===== config.mk =====
export PLATFORM = sky130hd
export DESIGN_NAME = pfx_resolver
export DESIGN_NICKNAME = d
export VERILOG_FILES = /design/src/rtl/pfx_pkg.sv /design/src/rtl/pfx_opsize.sv /design/src/rtl/pfx_segsel.sv /design/src/rtl/pfx_outreg.sv /design/src/rtl/pfx_resolver.sv
export SDC_FILE = /design/constraint.sdc
export NUM_CORES = 1
export LEC_CHECK = 0
export BUFFER_PORTS_ARGS = -buffer_cell sky130_fd_sc_hd__buf_2
export CAP_MARGIN = 0
export CORE_AREA = 2 2 39 41
export CTS_CLUSTER_SIZE = 30
export DETAILED_ROUTE_END_ITERATION = 7
export DIE_AREA = 0 0 41 43
export PLACE_DENSITY = 0.7
export SYNTH_ARGS = -nofsm -noshare
export SYNTH_HDL_FRONTEND = slang
export SYNTH_HIERARCHICAL = 1
export SYNTH_SLANG_ARGS = --single-unit

===== constraint.sdc =====
create_clock -name clk -period 0.9 [get_ports clk]
set_input_delay 0 -clock clk [delete_from_list [all_inputs] [get_ports clk]]
set_output_delay 0 -clock clk [all_outputs]
set_load 0.1 [all_outputs]

===== src/rtl/pfx_pkg.sv =====
package pfx_pkg;
  localparam int SEG_W    = 3;
  localparam int NUM_SEG  = 6;
  localparam int NUM_NULL = 4;  // codes below this are null overrides in 64-bit mode
  localparam logic [SEG_W-1:0] SEG_NONE = 3'd7;

  typedef enum logic [1:0] {
    OSZ_16 = 2'd0,
    OSZ_32 = 2'd1,
    OSZ_64 = 2'd2
  } osz_e;

  typedef struct packed {
    osz_e             osz;
    logic [SEG_W-1:0] seg;
    logic             base_add;
    logic             rex_ign;
  } pfx_res_t;

  localparam int RES_W = $bits(pfx_res_t);
endpackage


===== src/rtl/pfx_opsize.sv =====
module pfx_opsize
  import pfx_pkg::*;
(
  input  logic mode64,
  input  logic legacy_def32,
  input  logic rex_present,
  input  logic rex_w,
  input  logic opsz_present,
  input  logic near_branch,
  input  logic stack_implicit,
  input  logic far_branch,
  input  logic ext_reg,
  output osz_e osz,
  output logic rex_ign
);
  logic rex_live;
  logic wide_req;
  logic force64;

  // prefix recognised only in 64-bit mode
  assign rex_live = mode64 & rex_present;
  assign wide_req = rex_live & rex_w;
  assign force64  = near_branch | (stack_implicit & ~far_branch);
  assign rex_ign  = rex_present & ~(rex_live & (ext_reg | rex_w));

  always_comb begin
    if (!mode64) begin
      if (legacy_def32 ^ opsz_present) osz = OSZ_32;
      else                             osz = OSZ_16;
    end else if (wide_req) begin
      osz = OSZ_64;
    end else if (opsz_present) begin
      osz = OSZ_16;
    end else if (force64) begin
      osz = OSZ_64;
    end else begin
      osz = OSZ_32;
    end
  end
endmodule


===== src/rtl/pfx_segsel.sv =====
module pfx_segsel
  import pfx_pkg::*;
#(
  parameter int NSEG  = NUM_SEG,
  parameter int NNULL = NUM_NULL
) (
  input  logic              mode64,
  input  logic [NSEG-1:0]   seg_present,
  input  logic [SEG_W-1:0]  last_seg,
  output logic [SEG_W-1:0]  seg,
  output logic              base_add
);
  logic [NSEG-1:0] hit;
  logic [NSEG-1:0] keep;

  for (genvar i = 0; i < NSEG; i++) begin : g_seg
    assign hit[i] = seg_present[i] && (last_seg == SEG_W'(i));
    if (i < NNULL) begin : g_nullable
      assign keep[i] = hit[i] & ~mode64;
    end else begin : g_live
      assign keep[i] = hit[i];
    end
  end

  always_comb begin
    seg = SEG_NONE;
    for (int j = 0; j < NSEG; j++) begin
      if (keep[j]) seg = SEG_W'(j);
    end
  end

  assign base_add = |keep;
endmodule


===== src/rtl/pfx_outreg.sv =====
module pfx_outreg #(
  parameter int W = 8
) (
  input  logic         clk,
  input  logic         rst_n,
  input  logic         in_valid,
  output logic         in_ready,
  input  logic [W-1:0] in_data,
  output logic         out_valid,
  input  logic         out_ready,
  output logic [W-1:0] out_data
);
  logic take;

  assign in_ready = ~out_valid | out_ready;
  assign take     = in_valid & in_ready;

  always_ff @(posedge clk) begin
    if (!rst_n) begin
      out_valid <= 1'b0;
      out_data  <= '0;
    end else begin
      if (take) begin
        out_valid <= 1'b1;
        out_data  <= in_data;
      end else if (out_ready) begin
        out_valid <= 1'b0;
      end
    end
  end
endmodule


===== src/rtl/pfx_resolver.sv =====
module pfx_resolver
  import pfx_pkg::*;
(
  input  logic               clk,
  input  logic               rst_n,
  input  logic               in_valid,
  output logic               in_ready,
  input  logic               mode64,
  input  logic               legacy_def32,
  input  logic               rex_present,
  input  logic               rex_w,
  input  logic               opsz_present,
  input  logic [NUM_SEG-1:0] seg_present,
  input  logic [SEG_W-1:0]   last_seg,
  input  logic               near_branch,
  input  logic               stack_implicit,
  input  logic               far_branch,
  input  logic               ext_reg,
  output logic               out_valid,
  input  logic               out_ready,
  output logic [1:0]         osize,
  output logic [SEG_W-1:0]   seg_sel,
  output logic               seg_base_add,
  output logic               rex_ignored
);
  pfx_res_t nxt;
  pfx_res_t cur;
  logic [RES_W-1:0] cur_bits;

  pfx_opsize u_osz (
    .mode64         (mode64),
    .legacy_def32   (legacy_def32),
    .rex_present    (rex_present),
    .rex_w          (rex_w),
    .opsz_present   (opsz_present),
    .near_branch    (near_branch),
    .stack_implicit (stack_implicit),
    .far_branch     (far_branch),
    .ext_reg        (ext_reg),
    .osz            (nxt.osz),
    .rex_ign        (nxt.rex_ign)
  );

  pfx_segsel #(.NSEG(NUM_SEG), .NNULL(NUM_NULL)) u_seg (
    .mode64      (mode64),
    .seg_present (seg_present),
    .last_seg    (last_seg),
    .seg         (nxt.seg),
    .base_add    (nxt.base_add)
  );

  pfx_outreg #(.W(RES_W)) u_out (
    .clk       (clk),
    .rst_n     (rst_n),
    .in_valid  (in_valid),
    .in_ready  (in_ready),
    .in_data   (nxt),
    .out_valid (out_valid),
    .out_ready (out_ready),
    .out_data  (cur_bits)
  );

  assign cur          = pfx_res_t'(cur_bits);
  assign osize        = cur.osz;
  assign seg_sel      = cur.seg;
  assign seg_base_add = cur.base_add;
  assign rex_ignored  = cur.rex_ign;
endmodule


## Word level (Yosys, flattened, before mapping)

Index checks and enable logic that the tools add are counted.

| operators by class | value |
|---|---|
| reductions and logical operators | 9 |
| bitwise operators | 18 |
| equality and inequality tests | 5 |
| mux-type cells | 13 |

Operators by type and width:

| cell | count |
|---|---|
| $mux 3 | 6 |
| $and 1x1->1 | 10 |
| $mux 2 | 4 |
| $eq 3x2->1 const B | 2 |
| $eq 3x3->1 const B | 2 |
| $logic_and 1x1->1 | 6 |
| $reduce_or 6->1 | 1 |
| $not 1->1 | 4 |
| $eq 3x1->1 const B | 1 |
| $logic_not 3->1 | 1 |
| $mux 1 | 3 |
| $or 1x1->1 | 3 |
| $reduce_bool 2->1 | 1 |
| $xor 1x1->1 | 1 |

| word-level totals | value |
|---|---|
| word-level logic and storage cells | 47 |
| input port bits | 22 |
| flip-flop bits (word level) | 8 |
| output and inout port bits | 9 |

## Logic depth before layout (Yosys ltp)

Gate-level depths: netlist (run 1).

| logic depth | value |
|---|---|
| depth after elaboration | 9 |
| mapped depth | 5 |

## Cells and area by module

Netlist (run 1), hierarchy kept.

By module, submodules not included:

| module | instances | seq. area each (µm²) | area each (µm²) | cells each |
|---|---|---|---|---|
| pfx_outreg | 1 | 160.2 | 332.8 | 35 |
| pfx_segsel | 1 | 0.0 | 106.4 | 13 |
| pfx_opsize | 1 | 0.0 | 62.6 | 10 |

## Worst setup path after synthesis (run 1)

No wires, ideal clock.

| timing path | value |
|---|---|
| kind | reg2reg |
| start point | reg u_out.out_valid |
| end point | reg u_out.out_data[0] |
| cell stages (with the launch flop) | 5 |
| arrival time | 1.862 ns |
| setup time | 0.120 ns |
| path slack | -1.082 ns |
| required time | 0.780 ns |
| cell sequence | dfxtp_1 nand2b_4 and2_4 buf_6 mux2i_1 |

| on the way | value |
|---|---|
| longest elaborated chain between the ends | 3 |

RTL lines:

| what | line | RTL |
|---|---|---|
| start: declaration | pfx_outreg.sv:9 | `output logic out_valid,` |
| start signal: assignment | pfx_outreg.sv:20 | `out_valid <= 1'b0;` |
| start signal: assignment | pfx_outreg.sv:24 | `out_valid <= 1'b1;` |
| start signal: assignment | pfx_outreg.sv:27 | `out_valid <= 1'b0;` |
| $not 1->1 | pfx_outreg.sv:15 | `assign in_ready = ~out_valid \| out_ready;` |
| $or 1x1->1 | pfx_outreg.sv:15 |  |
| named net in_ready | pfx_resolver.sv:7 | `output logic in_ready,` |
| $and 1x1->1 | pfx_outreg.sv:16 | `assign take = in_valid & in_ready;` |
| end signal: assignment | pfx_outreg.sv:25 | `out_data <= in_data;` |
| end: declaration | pfx_outreg.sv:11 | `output logic [W-1:0] out_data` |

The timed path passes the listed nets, and every way through them passes these cells.
A chain may end at the register's enable or synchronous reset.

## Final worst setup path (run 1)

| timing path | value |
|---|---|
| start point | reg u_out.out_valid |
| end point | out in_ready |

| on the way | value |
|---|---|
| longest elaborated chain between the ends | 2 |

RTL lines:

| what | line |
|---|---|
| $not 1->1 | pfx_outreg.sv:15 |
| $or 1x1->1 | pfx_outreg.sv:15 |
| end: declaration | pfx_resolver.sv:7 |

No other way between the ends.

==> summary.md, run 1 <==
| Metric | Value |
|---|---|
| Pin count of the biggest net entering global routing | `16` |
| Drt pass-1 iters | `2` |
| Power Dens Cells | `1430 nW/um2` |
| Final Hold Fails | `0` |
| Netlist cell types | `26` |
| CP bufs+invs | `2` |
| Number of setup violations in the final report | `2` |
| WL final | `1030 um` |
| FF-to-FF Start | `u_out/out_valid` |
| Net count after synthesis | `80` |
| Synth Area in Compound Gates | `13.5%` |
| XOR/XNOR share of the synthesized area | `between 1.5 and 2%` |
| R2R Path End | `u_out/out_data[2]` |
| Share of total power in the clock network | `24.8%` |
| Inserted Clock Buffers | `3` |
| Worst EP required | `0.90 ns` |
| Power after layout | `around 1.2 mW` |
| Register-to-Register Path Depth | `3` |
| Max-cap violations | `0` |
| Synth Cell Area | `502 um2` |
| Tightest Pin Transition | `between 0.2 and 0.3 ns` |
| Pre-CTS WS | `-0.0514 ns` |
| Post-Synth Simple-Gate Area | `24.4%` |
| LEAKAGE | `0.400 nW` |
| Total grt overflow | `0` |
| Initial DRC count | `5` |
| Core Box Area | `1380 um2` |
| Vias in the first global route | `436` |
| Worst EP arrival | `0.94 ns` |
| CTS Hold Bufs | `0` |
| TritonCTS clock tree | `done` |
| Status | `complete, but fails checks` |
| Post-synth EDFFs | `0` |
| Std cell rows | `14` |
| Final antenna-violating net count | `0` |
| WHS Path Cells | `3` |
| Via Count | `508` |
| Setup ws final | `-0.0394 ns` |
| Layout cells sized above 1 | `a little under half` |
| CTS Buffer Depth | `2` |
| Setup crit start kind | `register` |
| Max Fanout on Critical Path | `2` |
| FMAX | `approximately 1.1 GHz` |
| Failing checks | `setup timing` |
| Skew final | `0.00705 ns` |
| Gate Count Post-Synth | `slightly below 60` |
| Post-DP HPWL | `831 um` |
| Die Span Y | `~43 um` |
| Maximum VDD drop | `around 880 uV` |
| Leading cell type in the layout, fill and taps excluded | `buf_2` |
| Critical-path top delay cell | `dfxtp_4` |
| Critical path class | `register to primary output` |
| Worst path top cell family by delay | `flip-flops` |
| Root buffer cell | `clkbuf_4` |
| Area Overhead vs Synth | `68.8%` |
| Sequential share of the synthesized area | `31.9%` |
| Vias/cell | `approximately 4.7` |
| GPL Wtd Cong | `about 0.76` |
| Largest family of logic cells by synthesized area | `simple AND/OR/NAND/NOR gates` |
| H-tree levels | `1` |
| Primary FF master, synth | `dfxtp_1` |
| Hold EP | `u_out/out_valid` |
| RSZ-0062 raised after global routing | `yes` |
| Clk slew on worst S/H paths | `0.06 ns` |
| Clock sink total | `8` |
| Antenna violations before repair | `0` |
| Mux cell area share after synthesis | `23.7%` |
| Skew-Pair Late Insertion Delay | `0.26 ns` |
| YS warnings | `6` |
| Adder-Cell Fraction of Synth Area | `0%` |
| P_int | `0.758 mW` |
| Final TNS setup | `-0.0423 ns` |
| Die Wd | `approximately 40 um` |
| WL/cell | `between 9 and 10 um` |
| Period Utilization, post-route | `104%` |
| Avg Cell Area, Syn | `8.65 um2` |
| Critical path endpoint category | `primary output` |
| R2R setup slack | `0.01 ns` |
| Final Slew Violations | `0` |
| Tmin final | `0.939 ns` |
| Synthesis-stage register bit count | `8` |
| Port Buffers | `30` |
| Hold path startpoint | `in_valid` |
| Switch share | `37.4%` |
| Most frequent cells in the layout | `buf_2 (21), nand2_1 (15), buf_12 (9)` |
| Slowest stage delay, CP | `approximately 0.36 ns` |
| Nets | `116` |
| Crit path depth | `3` |
| I/O pins | `31` |
| Worst min path class | `primary input to register` |
| Initial core utilization | `36.3%` |
| Gr usage total | `14.7%` |
| Gate power share | `41.6%` |
| Seq pwr share | `33.6%` |
| N_diodes | `0` |
| Residual DRC count | `0` |
| First-pass GRT wire length | `approximately 1700 um` |
| Cells along the critical path | `nand2b_4, buf_6, buf_12` |
| Worst relative slew slack | `80.5%` |
| Sw Pwr | `0.453 mW` |
| Fraction of registers with async set/reset | `0%` |
| Die ar. | `approximately 1800 um2` |
layout make-up:
class	count	area [um2]
clock buffers	4	26.3
inverters	2	7.51
multi-input cells	46	318
fillers	117	537
flip-flops and latches	8	164
well taps	16	20.0
repair buffers	33	312
worst register-to-register path: stages, from the launching register on:
cell and delay, ns:
dfxtp_4 0.35, nand2b_4 0.06, and2_4 0.21, mux2i_1 0.20
power groups by stage:
| stage | Sequential (mW) | Combinational [mW] | Clock [mW] |
|---|---|---|---|
| final | 0.406 | 0.504 | 0.300 |
| after global routing | 0.409 | 0.531 | 0.322 |
| after CTS | 0.406 | 0.507 | 0.310 |
| after detailed placement | 0.416 | 0.498 | 0 |
| after global placement | 0.415 | 0.494 | 0 |
| after floorplan | 0.586 | 0.129 | 0 |
Yosys cell counts, types with 2 or more instances:
library cell   n  share of area, %
inv_1          2               1.5
mux2i_1        7                14
nand3_1        2               2.0
nand2_1       15                11
o21ai_0        2               2.0
mux2_1         3               6.7
dfxtp_1        8                32
through the flow:
step | std cells | hold slack [ns] | area [um2] | util [%]
after floorplan | 58 | 0.128 | 505 | -
after global placement | 104 | 0.251 | 810 | 58.5
after detailed placement | 104 | 0.281 | 810 | 58.5
after CTS | 109 | 0.00221 | 847 | 61.2
after global routing | 109 | 0.0180 | 847 | 61.2
final | 109 | 0.00245 | 847 | 61.2
kinds of logic (layout without fill, tap and decap cells):
kind of cell,Yosys count,count (layout)
AOI/OAI and AO/OA,9,9
DFF,8,8
xor gates and xnor gates,1,1
buffers and inverters,4,39
and+or+nand+nor,25,25
muxes,11,11
worst max-delay path by stage:
| stage | from | slack [ns] | to |
|---|---|---|---|
| after floorplan | u_out/out_valid | -0.46 | u_out/out_data[0] |
| after global placement | last_seg[0] | -0.05 | u_out/out_data[4] |
| after detailed placement | last_seg[0] | -0.05 | u_out/out_data[4] |
| after CTS | u_out/out_valid | -0.05 | in_ready |
| after global routing | u_out/out_valid | -0.07 | in_ready |
| final | u_out/out_valid | -0.04 | in_ready |
flip-flops by register name, summed over array words and instances (netlist names):
name             flops
u_out/out_valid      1
u_out/out_data       7
layer usage:
layer  part of all wire (%)  track usage (%)  up-vias
met5                      0                0        -
met2                     43             20.0       30
met4                    5.1             16.0        0
met3                     10             3.66        4
met1                     41             16.7      207
li1                       -                -      267
what timing repair did:
action	CTS	global route
resized for setup	1	0
setup buffers	1	0
setup endpoints to repair	3	9
hold endpoints to repair	0	0
Power figures use the tool's default switching activity.
==> run 2, diff against run 1 <==
REMOVE_ABC_BUFFERS = 1   (was not set)
==> summary.md, run 2 (synthesized netlist as in run 1, its figures left out) <==
| Metric | Value |
|---|---|
| Gr usage total | `17.3%` |
| Std cell rows | `14` |
| Leading cell type in the layout, fill and taps excluded | `buf_2` |
| Failing checks | `setup timing` |
| Die Wd | `41 um` |
| Residual DRC count | `0` |
| # fillers | `123` |
| Initial DRC count | `6` |
| Top Registers | `u_out/out_data: 7 flops, u_out/out_valid: 1 flops` |
| Worst EP required | `0.90 ns` |
| RSZ-0062 raised after global routing | `yes` |
| Max-cap violations | `0` |
| Max Fanout on Critical Path | `2` |
| Tmin final | `0.932 ns` |
| Drt pass-1 iters | `4` |
| Worst min path class | `primary input to register` |
| Critical path class | `register to primary output` |
| Setup crit start kind | `register` |
| Cells along the critical path | `nand2b_4, buf_6, buf_12` |
| Vias/cell | `4.82` |
| Critical path endpoint category | `primary output` |
| Initial core utilization | `36.3%` |
| Final Slew Violations | `0` |
| First-pass GRT wire length | `1970 um` |
| Vias in the first global route | `between 500 and 600` |
| Critical-path top delay cell | `dfxtp_2` |
| I/O pins | `31` |
| Post-DP HPWL | `just under 1000 um` |
| Period Utilization, post-route | `104%` |
| Antenna violations before repair | `0` |
| CTS Buffer Depth | `2` |
| R2R setup slack | `roughly 0.03 ns` |
| N_diodes | `0` |
| Maximum VDD drop | `635 uV` |
| Final design utilization | `around 62%` |
| Core Box Area | `1380 um2` |
| Root buffer cell | `clkbuf_4` |
| Layout cells sized above 1 | `between 40% and 50%` |
| Skew-Pair Late Insertion Delay | `about 0.26 ns` |
| LEAKAGE | `0.408 nW` |
| Number of setup violations in the final report | `1` |
| Setup ws final | `-0.0316 ns` |
| Biggest register | `u_out/out_data` |
| Pin count of the biggest net entering global routing | `16` |
| Final antenna-violating net count | `0` |
| Worst relative slew slack | `77.9%` |
| Max reg flops | `7` |
| Most frequent cells in the layout | `buf_2 (21), nand2_1 (15), buf_12 (9)` |
| Skew final | `0.00197 ns` |
| Nets | `118` |
| Worst EP arrival | `0.93 ns` |
| Clock sink total | `8` |
| GPL Wtd Cong | `between 0.7 and 0.8` |
| TritonCTS clock tree | `done` |
| Area Overhead vs Synth | `71.1%` |
| WL final | `between 1000 and 1500 um` |
| FMAX | `1.07 GHz` |
| Slowest stage delay, CP | `0.35 ns` |
| Final TNS setup | `-0.0316 ns` |
| Final Hold Fails | `0` |
| Via Count | `530` |
| WL/cell | `approximately 11 um` |
| Tightest Pin Transition | `0.329 ns` |
| Clk slew on worst S/H paths | `0.05 ns` |
| Port Buffers | `30` |
| Inserted Clock Buffers | `3` |
| Status | `complete, but fails checks` |
| Die ar. | `1760 um2` |
| Die Span Y | `approximately 43 um` |
| Power Dens Cells | `1390 nW/um2` |
| Total grt overflow | `0` |
| H-tree levels | `1` |
run 2: cell types whose count changed in the layout (fill, tap and decap cells not counted), sizes merged:
cell and change:
buf +1, dlygate4sd3 +1, clkbuf -1
run 2: final timing paths:
kind                startpoint                 to  cells past startpoint
max            u_out/out_valid           in_ready                      3
min                      rst_n    u_out/out_valid                      2
max reg2reg    u_out/out_valid  u_out/out_data[3]                      3
min reg2reg  u_out/out_data[0]  u_out/out_data[0]                      2
run 2: final cells by class:
class | count | area, um2 | area share, %
clock buffers | 3 | 22.5 | 2.62
multi-input cells | 46 | 318 | 37.0
inverters | 2 | 7.51 | 0.875
repair buffers | 35 | 329 | 38.3
well taps | 16 | 20.0 | 2.33
flip-flops and latches | 8 | 161 | 18.8
run 2: stage by stage:
stage          area, um2  hold slack (ns)  power (mW)  instances  setup slack (ns)
2_1_floorplan        485            0.139       0.704         56             -1.00
3_3_place_gp         813            0.263       0.914        105           -0.0546
3_5_place_dp         813            0.282       0.923        105           -0.0842
4_1_cts              851            0.114        1.21        109           -0.0450
5_1_grt              858            0.131        1.26        110           -0.0691
6_report             858            0.123        1.20        110           -0.0316
run 2: where the power goes:
| part | total, mW | internal [mW] | switching [mW] |
|---|---|---|---|
| Clock | 0.273 | 0.152 | 0.121 |
| Combinational | 0.515 | 0.213 | 0.302 |
| Sequential | 0.407 | 0.382 | 0.0257 |
run 2: timing repair:
| action | CTS | global route |
|---|---|---|
| setup endpoints to repair | 2 | 9 |
| hold endpoints to repair | 1 | 0 |
| buffers inserted | 0 | 1 |
| resized for setup | 2 | 1 |
| cloned | 0 | 0 |
| pin swaps | 0 | 1 |
| hold buffers | 1 | 0 |
run 2: critical path, delay by kind of cell, from the launching register on:
kind | cells | cell delay, ns
flip-flops | 1 | 0.35
AND/OR/NAND/NOR | 1 | 0.06
buffers and inverters | 2 | 0.27
run 2: metal layers:
layer / wire [um] / GRT usage [%] / up-vias
li1: - / - / 269
met1: 477 / 17.9 / 233
met2: 580 / 26.3 / 24
met3: 92 / 4.71 / 4
met4: 48 / 16.0 / 0
met5: 0 / 0 / -
==> run 3, diff against run 2 <==
ABC_AREA = 1   (was not set)
CORE_AREA = not set   (was 2 2 39 41)
CORE_UTILIZATION = 42   (was not set)
DIE_AREA = not set   (was 0 0 41 43)
PLACE_DENSITY = 0.74   (was 0.7)
==> summary.md, run 3 <==
| Metric | Value |
|---|---|
| Final design utilization | `75.5%` |
| Synthesis-stage register bit count | `8` |
| Sequential share of the synthesized area | `between 20% and 30%` |
| CTS Buffer Depth | `2` |
| Final antenna-violating net count | `0` |
| H-tree levels | `1` |
| WL/cell | `9.35 um` |
| Status | `completed` |
| Clk slew on worst S/H paths | `0.06 ns` |
| Slowest stage delay, CP | `roughly 0.35 ns` |
| Leading cell type in the layout, fill and taps excluded | `buf_2` |
| Vias/cell | `4.73` |
| Final Slew Violations | `0` |
| Pin count of the biggest net entering global routing | `16` |
| Initial core utilization | `48.0%` |
| Biggest register | `u_out/out_data` |
| N_diodes | `0` |
| Die Wd | `approximately 39 um` |
| Worst relative slew slack | `approximately 83%` |
| Die ar. | `1510 um2` |
| Tightest Pin Transition | `0.256 ns` |
| Inserted Clock Buffers | `3` |
| I/O pins | `31` |
| Drt pass-1 iters | `4` |
| Top post-synthesis cells by area | `dfxtp_1 (28%), nand2_1 (13%), nand3_1 (11%)` |
| Cells along the critical path | `buf_4, buf_12` |
| Commonest cells in the netlist | `nand2_1 (19), inv_1 (17), nor2_1 (16), nand3_1 (13), dfxtp_1 (8)` |
| Synth top area share | `between 20 and 30%` |
| Root buffer cell | `clkbuf_4` |
| Skew-Pair Late Insertion Delay | `0.25 ns` |
| Area Overhead vs Synth | `57.4%` |
| Top Registers | `u_out/out_data: 7 flops, u_out/out_valid: 1 flops` |
| Maximum VDD drop | `1110 uV` |
| Worst EP required | `0.90 ns` |
| Initial DRC count | `9` |
| Worst min path class | `primary input to register` |
| Number of setup violations in the final report | `0` |
| Critical path endpoint category | `primary output` |
| Core Box Area | `1190 um2` |
| CP bufs+invs | `2` |
| Max Fanout on Critical Path | `2` |
| Layout cells sized above 1 | `between 30% and 40%` |
| Final Cell Area | `about 900 um2` |
| Skew final | `0.00660 ns` |
| Gate Count Post-Synth | `95` |
| WL final | `between 1000 and 1500 um` |
| Vias in the first global route | `561` |
| Std cell rows | `12` |
| Fraction of registers with async set/reset | `0%` |
| Worst path top cell family by delay | `flip-flops` |
| Nets | `roughly 150` |
| FMAX | `~1.1 GHz` |
| GPL Wtd Cong | `0.813` |
| Port Buffers | `30` |
| Critical-path top delay cell | `dfxtp_2` |
| Setup crit start kind | `register` |
| Netlist cell types | `17` |
| Tmin final | `0.874 ns` |
| Primary FF master, synth | `dfxtp_1` |
| First-pass GRT wire length | `2170 um` |
| LEAKAGE | `~0.50 nW` |
| Clock sink total | `8` |
| Gr usage total | `21.6%` |
| Antenna violations before repair | `0` |
| RSZ-0062 raised after global routing | `yes` |
| Die Span Y | `38.8 um` |
| Final Hold Fails | `0` |
| Most frequent cells in the layout | `buf_2 (21), nand2_1 (19), inv_1 (17)` |
| Via Count | `around 670` |
| # fillers | `100` |
| Total grt overflow | `0` |
| YS warnings | `6` |
| Most frequent cell after synthesis | `nand2_1` |
| Most area-hungry cell type in the Yosys netlist | `dfxtp_1` |
| Post-DP HPWL | `996 um` |
| Cell Area, Placed | `852 um2` |
| Critical path class | `register to primary output` |
| Synth Cell Area | `569 um2` |
| Residual DRC count | `0` |
| Max-cap violations | `0` |
| TritonCTS clock tree | `done` |
| Post-synth EDFFs | `0` |
| Worst EP arrival | `just under 0.9 ns` |
| Period Utilization, post-route | `between 90 and 100%` |
| Avg Cell Area, Syn | `~6.0 um2` |
| Power Dens Cells | `~1400 nW/um2` |
| Max reg flops | `7` |
## run 3: per-stage QoR
stage / power, mW / std cells / hold slack, ns / worst slack (ns) / TNS (ns)
floorplan: 0.746 / 92 / 0.121 / -0.932 / -8.08
global placement: 0.967 / 137 / 0.303 / 0.0401 / 0
detailed placement: 0.974 / 137 / 0.309 / 0.00613 / 0
CTS: 1.26 / 141 / 0.0381 / 0.0212 / 0
global route: 1.32 / 141 / 0.0369 / -0.00829 / -0.0167
finish: 1.25 / 141 / 0.0391 / 0.0257 / 0
## run 3: logic make-up (layout without fill, tap and decap cells)
group / Yosys count / count (layout) / share of synthesized area [%]
and+or+nand+nor: 55 / 55 / 43.5
buffers and inverters: 22 / 54 / 17.4
AOI/OAI and AO/OA: 10 / 10 / 11.0
DFF: 8 / 8 / 28.1
## run 3: tightest hold or removal path: cells and delay by family
| kind | cells | cell delay (ns) |
|---|---|---|
| simple gates | 2 | 0.10 |
| buf+inv | 1 | 0.15 |
## run 3: area by class of cell
type	instances	area [um2]	area share [%]
Inverter	19	71.3	7.96
Sequential cell	8	161	18.0
Timing Repair Buffer	32	313	34.9
Multi-Input combinational cell	65	310	34.6
Tap cell	14	17.5	1.96
Clock buffer	3	22.5	2.51
## run 3: routing by layer
metal / up-vias / global-route usage (%) / part of all wire (%)
li1: 355 / - / -
met1: 294 / 23.5 / 44
met2: 16 / 37.1 / 52
met3: 2 / 5.20 / 3.6
met4: 0 / 12.9 / 0.83
met5: - / 0 / 0
## run 3: path summary, 6_finish.rpt
path                     startpoint                end  slack [ns]  cells past startpoint
setup reg to reg    u_out/out_valid  u_out/out_data[5]        0.03                      5
hold reg to reg   u_out/out_data[6]  u_out/out_data[6]        0.54                      2
setup / recovery    u_out/out_valid          out_valid        0.03                      2
hold / removal                rst_n  u_out/out_data[6]        0.04                      3
## run 3: report_power, final
part | switching [mW] | internal (mW)
combinational | 0.349 | 0.213
sequential | 0.0301 | 0.384
clock | 0.119 | 0.152
total | 0.498 | 0.750
## run 3: repair_timing
item                       4_1_cts  5_1_grt
resized for setup                1        0
buffers inserted                 1        0
setup endpoints to repair        2        3
hold buffers                     0        0
pin swaps                        1        0
